## config.mk

```make
export PLATFORM = sky130hd
export DESIGN_NAME = acc_core
export DESIGN_NICKNAME = d
export VERILOG_FILES = /design/src/rtl/acc_pkg.sv /design/src/rtl/acc_decode.sv /design/src/rtl/acc_pc.sv /design/src/rtl/acc_ctrl.sv /design/src/rtl/acc_core.sv
export SDC_FILE = /design/constraint.sdc
export NUM_CORES = 1
export LEC_CHECK = 0
export ABC_CLOCK_PERIOD_IN_PS = 9250
export CAP_MARGIN = 25
export CORE_UTILIZATION = 62
export CTS_CLUSTER_SIZE = 25
export DETAILED_ROUTE_END_ITERATION = 16
export DONT_BUFFER_PORTS = 1
export PLACE_DENSITY = 0.75
export SLEW_MARGIN = 20
export SYNTH_ARGS = -nofsm -noshare
export SYNTH_HDL_FRONTEND = slang
export SYNTH_HIERARCHICAL = 1
export SYNTH_SLANG_ARGS = --single-unit
```

## constraint.sdc

```tcl
create_clock -name clk -period 9.25 [get_ports clk]
set_input_delay 1.85 -clock clk [delete_from_list [all_inputs] [get_ports clk]]
set_output_delay 1.85 -clock clk [all_outputs]
set_load 0.01 [all_outputs]
```

## src/rtl/acc_pkg.sv

```systemverilog
package acc_pkg;
   localparam logic [3:0] OP_LDA = 4'h2;
   localparam logic [3:0] OP_STA = 4'h3;
   localparam logic [3:0] OP_REG = 4'h7;
   localparam int BIT_CMA = 9;
   localparam int BIT_SPA = 4;
   localparam int BIT_HLT = 0;

   typedef enum logic [1:0] {ST_FETCH, ST_EXEC, ST_LOAD, ST_HALT} acc_state_e;
   typedef enum logic [2:0] {K_NOP, K_LDA, K_STA, K_CMA, K_SPA, K_HLT} acc_kind_e;
endpackage

```

## src/rtl/acc_decode.sv

```systemverilog
module acc_decode
   import acc_pkg::*;
#(
   parameter int DW = 16
) (
   input  logic [DW-1:0]   word,
   output acc_kind_e       kind,
   output logic [DW-5:0]   addr
);
   localparam int AW = DW - 4;
   localparam logic [AW-1:0] PAT_CMA = AW'(1) << BIT_CMA;
   localparam logic [AW-1:0] PAT_SPA = AW'(1) << BIT_SPA;
   localparam logic [AW-1:0] PAT_HLT = AW'(1) << BIT_HLT;

   always_comb begin
      addr = word[AW-1:0];
      kind = K_NOP;
      case (word[DW-1:DW-4])
         OP_LDA: kind = K_LDA;
         OP_STA: kind = K_STA;
         OP_REG: begin
            if (addr == PAT_CMA)      kind = K_CMA;
            else if (addr == PAT_SPA) kind = K_SPA;
            else if (addr == PAT_HLT) kind = K_HLT;
         end
         default: kind = K_NOP;
      endcase
   end
endmodule

```

## src/rtl/acc_pc.sv

```systemverilog
module acc_pc #(
   parameter int AW = 12
) (
   input  logic          clk,
   input  logic          rst_n,
   input  logic [AW-1:0] start,
   input  logic          inc,
   input  logic          skip,
   output logic [AW-1:0] pc
);
   logic [AW-1:0] pc_q;

   always_ff @(posedge clk) begin
      if (!rst_n)
         pc_q <= start;
      else
         pc_q <= pc_q + AW'(inc) + AW'(skip);
   end

   assign pc = pc_q;
endmodule

```

## src/rtl/acc_ctrl.sv

```systemverilog
module acc_ctrl
   import acc_pkg::*;
(
   input  logic       clk,
   input  logic       rst_n,
   input  acc_kind_e  kind,
   input  logic       sign,
   output acc_state_e state,
   output logic       pc_inc,
   output logic       pc_skip,
   output logic       acc_ld,
   output logic       acc_cm,
   output logic       wr,
   output logic       halted
);
   acc_state_e st_q, st_d;

   always_comb begin
      st_d = st_q;
      case (st_q)
         ST_FETCH: st_d = ST_EXEC;
         ST_EXEC: begin
            if (kind == K_LDA)      st_d = ST_LOAD;
            else if (kind == K_HLT) st_d = ST_HALT;
            else                    st_d = ST_FETCH;
         end
         ST_LOAD: st_d = ST_FETCH;
         default: st_d = ST_HALT;
      endcase
   end

   always_ff @(posedge clk) begin
      if (!rst_n) st_q <= ST_FETCH;
      else        st_q <= st_d;
   end

   assign state   = st_q;
   assign pc_inc  = (st_q == ST_EXEC);
   assign pc_skip = (st_q == ST_EXEC) && (kind == K_SPA) && !sign;
   assign acc_ld  = (st_q == ST_LOAD);
   assign acc_cm  = (st_q == ST_EXEC) && (kind == K_CMA);
   assign wr      = (st_q == ST_EXEC) && (kind == K_STA);
   assign halted  = (st_q == ST_HALT);
endmodule

```

## src/rtl/acc_core.sv

```systemverilog
module acc_core
   import acc_pkg::*;
#(
   parameter int DW = 16
) (
   input  logic          clk,
   input  logic          rst_n,
   input  logic [DW-5:0] start_addr,
   output logic [DW-5:0] mem_addr,
   output logic          mem_wr,
   output logic [DW-1:0] mem_wdata,
   input  logic [DW-1:0] mem_rdata,
   output logic          halted,
   output logic [DW-1:0] acc
);
   localparam int AW = DW - 4;

   if (DW < 16) begin : g_dw_check
      $error("acc_core: DW must be at least 16");
   end

   acc_kind_e     kind;
   acc_state_e    state_q;
   logic [AW-1:0] op_addr;
   logic [AW-1:0] pc;
   logic          pc_inc, pc_skip, acc_ld, acc_cm;
   logic [DW-1:0] acc_q;

   acc_decode #(.DW(DW)) u_dec (
      .word (mem_rdata),
      .kind (kind),
      .addr (op_addr)
   );

   acc_ctrl u_ctrl (
      .clk     (clk),
      .rst_n   (rst_n),
      .kind    (kind),
      .sign    (acc_q[DW-1]),
      .state   (state_q),
      .pc_inc  (pc_inc),
      .pc_skip (pc_skip),
      .acc_ld  (acc_ld),
      .acc_cm  (acc_cm),
      .wr      (mem_wr),
      .halted  (halted)
   );

   acc_pc #(.AW(AW)) u_pc (
      .clk   (clk),
      .rst_n (rst_n),
      .start (start_addr),
      .inc   (pc_inc),
      .skip  (pc_skip),
      .pc    (pc)
   );

   always_ff @(posedge clk) begin
      if (!rst_n)      acc_q <= '0;
      else if (acc_ld) acc_q <= mem_rdata;
      else if (acc_cm) acc_q <= ~acc_q;
   end

   assign mem_addr  = (state_q == ST_EXEC) ? op_addr : pc;
   assign mem_wdata = acc_q;
   assign acc       = acc_q;
endmodule

```

After elaboration in Yosys (flattened, before gate mapping)

Index checks and enable logic that the tools add are counted.

$add $sub $neg: 2
Multipliers: 0
Divide/modulo/power cells: 0
$lt $le $gt $ge: 0
Equal/unequal tests: 14
Shift-type cells: 0
Multiplexer cells: 11
Bitwise gates (word level): 1
Reductions and logical operators: 7

Operator list:

| operator                                              | count |
|---|---|
| 2-to-1 mux 16 bit                                     | 2 |
| adder 12 x 1 -> 12 bit                                | 2 |
| 2-to-1 mux 12 bit                                     | 2 |
| inverter 16 bit                                       | 1 |
| equality test 12 x 1 -> 1 bit, second input constant  | 1 |
| equality test 12 x 10 -> 1 bit, second input constant | 1 |
| equality test 12 x 5 -> 1 bit, second input constant  | 1 |
| 2-to-1 mux 3 bit                                      | 3 |
| case mux 3 bit (3 select lines)                       | 1 |
| equality test 4 x 2 -> 1 bit, second input constant   | 2 |
| equality test 3 x 2 -> 1 bit, second input constant   | 2 |
| equality test 3 bit, second input constant            | 2 |
| case mux 2 bit (3 select lines)                       | 1 |
| equality test 2 bit, second input constant            | 2 |
| equality test 4 x 3 -> 1 bit, second input constant   | 1 |
| logical AND 1 bit                                     | 4 |
| 2-to-1 mux 2 bit                                      | 2 |
| equality test 3 x 1 -> 1 bit, second input constant   | 1 |
| equality test 2 x 1 -> 1 bit, second input constant   | 1 |
| logical NOT 2 bit                                     | 1 |
| nonzero test 2 bit                                    | 1 |
| logical NOT 1 bit                                     | 1 |

Bits in registers: 30
Bits in latches: 0
RAM bits: 0
ROM bits: 0
Output and inout bits: 46
Logic and storage cells: 38
Memories kept: 0

Depth between registers and ports, before layout

Word-level depth: 10
Mapped depth: 12
Depth with buffers taken out: 12

Hierarchy

Netlist, hierarchy kept.

By module, submodules not included:

| module     | instances | cells an instance | area each (um^2) | seq. area each (um^2) |
|---|---|---|---|---|
| acc_core   | 1         | 101               | 1066.0           | 320.3 |
| acc_pc     | 1         | 70                | 606.8            | 240.2 |
| acc_decode | 1         | 26                | 207.7            | 0.0 |
| acc_ctrl   | 1         | 15                | 156.4            | 40.0 |

Least setup slack after synthesis

OpenSTA, ideal clock, no wires.

Path kind: input -> output
Start: input port mem_rdata[3]
End: output port mem_wr
Arrival time: 2774 ps
Data required time: 7400 ps
Slack: 4626 ps
Cell stages on the path: 4
Path buffers: 0
Cell sequence: nor4_4 nand4_1 a21oi_1 nor4b_2

Elaborated cells on any way between the ends: 9

RTL lines:

| what                                | RTL line         | text |
|---|---|---|
| start, declared                     | acc_core.sv:12   | `input logic [DW-1:0] mem_rdata,` |
| equality test 12 x 5 -> 1 bit       | acc_decode.sv:23 | `else if (addr == PAT_SPA) kind = K_SPA;` |
| 2-to-1 mux 3 bit                    | acc_decode.sv:23 |  |
| 2-to-1 mux 3 bit (*)                | acc_decode.sv:22 | `if (addr == PAT_CMA) kind = K_CMA;` |
| case mux 3 bit (3 select lines) (*) | acc_decode.sv:18 | `case (word[DW-1:DW-4])` |
| net kind[1]                         | acc_core.sv:22   | `acc_kind_e kind;` |
| equality test 3 x 2 -> 1 bit (*)    | acc_ctrl.sv:42   | `assign wr = (st_q == ST_EXEC) && (kind == K_STA);` |
| logical AND 1 bit (*)               | acc_ctrl.sv:42   |  |
| end, declared                       | acc_core.sv:10   | `output logic mem_wr,` |

Mark *: on every way through the listed nets, which the timed path passes. The rest lies on a longest branch.

Final worst setup path

Start: input port mem_rdata[5]
End: output port mem_wr

The elaborated chain is that of the path after synthesis.

==> metrics.txt <==
status complete, no violations; CTS max path bufs 2; Seq cells post-synth 30; Fmax achieved a little over 200 MHz; worst relative slew slack 0.408; initial antenna violation count 0; syn avg cell area 9.61 um^2; pre-CTS setup slack between 4 and 5 ns; first-pass GRT wire length 6020 um; final hold violation count 0; Starting Density 0.662; Hold Buf Count CTS 0; CP cell instances nor3_1 -> nand4_1 -> a21oi_1 -> nor4b_2; syn nets approximately 240; router iterations before antenna repair 4; DRC viols 0; min cycle time layout around 4.9 ns; placed cells 218; CTS root buffer clkbuf_4; CP required around 7.4 ns; Leak Pwr ~0.95 nW; largest net degree at the start of global routing 41; area grow syn2layout -8.48%; Max-Cap Viols 0; slowest cell delay on critical path between 0.4 and 0.5 ns; pwr/cell area 141 nW/um^2; CTS tree yes; Worst Skew ~0.0058 ns; commonest non-fill, non-tap cell in the layout dfxtp_1; final slew viol count 0; ratio of cells with drive above 1 in the final layout 0.183; Crit Path Category input pin to primary output; DP Wirelength between 2000 and 3000 um; Hold Crit Class register to register; Peak VDD IR 68.4 uV; sequential share of the synthesized area 0.295; Via Count between 1000 and 1500; Die H ~59 um; Worst Max-Slew Pin Slew a little under 0.9 ns; Die Wd 59.3 um; Synth Cell Area about 2000 um^2; clock latency on the worst-skew pair slightly above 0.3 ns; nets ~210; Slowest cell on crit path nor4b_2; antenna cell count 0; synth top area cells dfxtp_1 29%, buf_4 11%, o211a_1 8.4%, xor2_1 7.3%, mux2_2 7.2%; Synth Flop Type dfxtp_1; Post-DRT Antenna Nets 0; Final WS setup ~4.4 ns; clk slew on worst S/H paths around 0.090 ns; clock sinks 30; final estimated routing congestion in global placement around 0.81; most frequent cells in the layout 30 x dfxtp_1, 17 x xor2_1, 17 x o211a_1, 13 x mux2_2; Tot Pwr around 0.26 mW; number of distinct library cells after synthesis 45; IO Pins 76; Non-Filler Instances approximately 220; Die ar. between 3000 and 4000 um^2; row count 20; via count of the first global-routing pass roughly 1300; Final Cycle Share 0.529; nature of the critical path endpoint primary output; crit-path max FO 5; Iteration-0 DRC Markers 85; post_cts resized 0; Final Setup Violations 0; GR Util All Layers 0.233; final wirelength 3990 um; Async SR Flop Fraction 0; Worst R2R Setup Slack roughly 6.7 ns; yosys synthesis warning count 6; RSZ-0062 raised after global routing false; EDFF count, synth 0; type of origin of the critical path input pin; worst path arrival time 3.05 ns; Remaining Overflow, GRT 0; Final Hold Slack ~0.52 ns; leading area contributor after synthesis dfxtp_1; top cell type's share of synthesized area 0.295; setup tns final 0 ns; Routed WL per cell between 15 and 20 um; Mapped Cells between 200 and 250; H-tree Lvls 2; Core Box Area 3080 um^2; port buffer count 0; post-CTS setup buffers 0; Via-to-Cell Ratio approximately 6.1; CTS buffer count 5
## worst max-delay path, delay by kind of cell
| kind | cells | cell delay [ns] |
|---|---|---|
| AOI/OAI and AO/OA | 1 | 0.30 |
| and+or+nand+nor | 3 | 0.90 |
## logic make-up after synthesis
group / Yosys count / share of synthesized area
xor+xnor: 21 / 0.0903
mux: 14 / 0.0768
flops: 30 / 0.295
compound gates: 37 / 0.148
buf+inv: 46 / 0.157
simple gates: 62 / 0.217
fa+ha+maj: 2 / 0.0160
## stage by stage
step | utilization | area (um^2)
floorplan | - | 2040
global placement | 0.587 | 1810
detailed placement | 0.587 | 1810
CTS | 0.604 | 1860
global route | 0.606 | 1860
finish | 0.606 | 1860
## power by group
part           switching (mW)  internal [mW]
Sequential             0.0110          0.137
Combinational          0.0208         0.0196
Clock                  0.0407         0.0342
## routing by layer
metal,part of all wire,wire length (um),GRT usage,up-vias
met2,0.47,1860,0.364,50
met5,0,0,0,-
li1,-,-,-,658
met4,0.018,70,0.0986,0
met3,0.077,308,0.0677,8
met1,0.44,1750,0.298,652
## sequential cells by signal, indices dropped and copies added, names as in the netlist
| name | cells |
|---|---|
| acc | 16 |
| u_pc/pc | 12 |
| u_ctrl/state | 2 |
## final timing paths
check / start / to / cells after the start
worst max-delay path: mem_rdata[5] / mem_wr / 4
worst min-delay path: u_pc/pc[11]$_DFF_P_ / u_pc/pc[11]$_DFF_P_ / 2
worst max register to register: u_ctrl/state[0]$_SDFF_PN0_ / u_pc/pc[10]$_DFF_P_ / 9
worst min register to register: u_pc/pc[11]$_DFF_P_ / u_pc/pc[11]$_DFF_P_ / 2
## Yosys cell counts (3+ instances only)
| library cell | count |
|---|---|
| dfxtp_1 | 30 |
| buf_4 | 29 |
| o211a_1 | 17 |
| xor2_1 | 17 |
| mux2_2 | 13 |
| nand2b_1 | 11 |
| nor2_1 | 11 |
| a31oi_1 | 7 |
| inv_1 | 7 |
| or2b_1 | 6 |
| a21oi_1 | 4 |
| nand4_1 | 4 |
| o21ai_0 | 4 |
| xnor2_1 | 4 |
| buf_2 | 3 |
| nand3b_1 | 3 |
| o31ai_1 | 3 |
| or4_1 | 3 |
## area by class of cell
cell class / instances / area, um^2
Inverter: 8 / 32.5
Fill cell: 278 / 1210
Sequential cell: 30 / 601
Tap cell: 44 / 55.1
Multi-Input combinational cell: 136 / 1120
Clock buffer: 6 / 51.3
(Power assumes the default switching activity.)
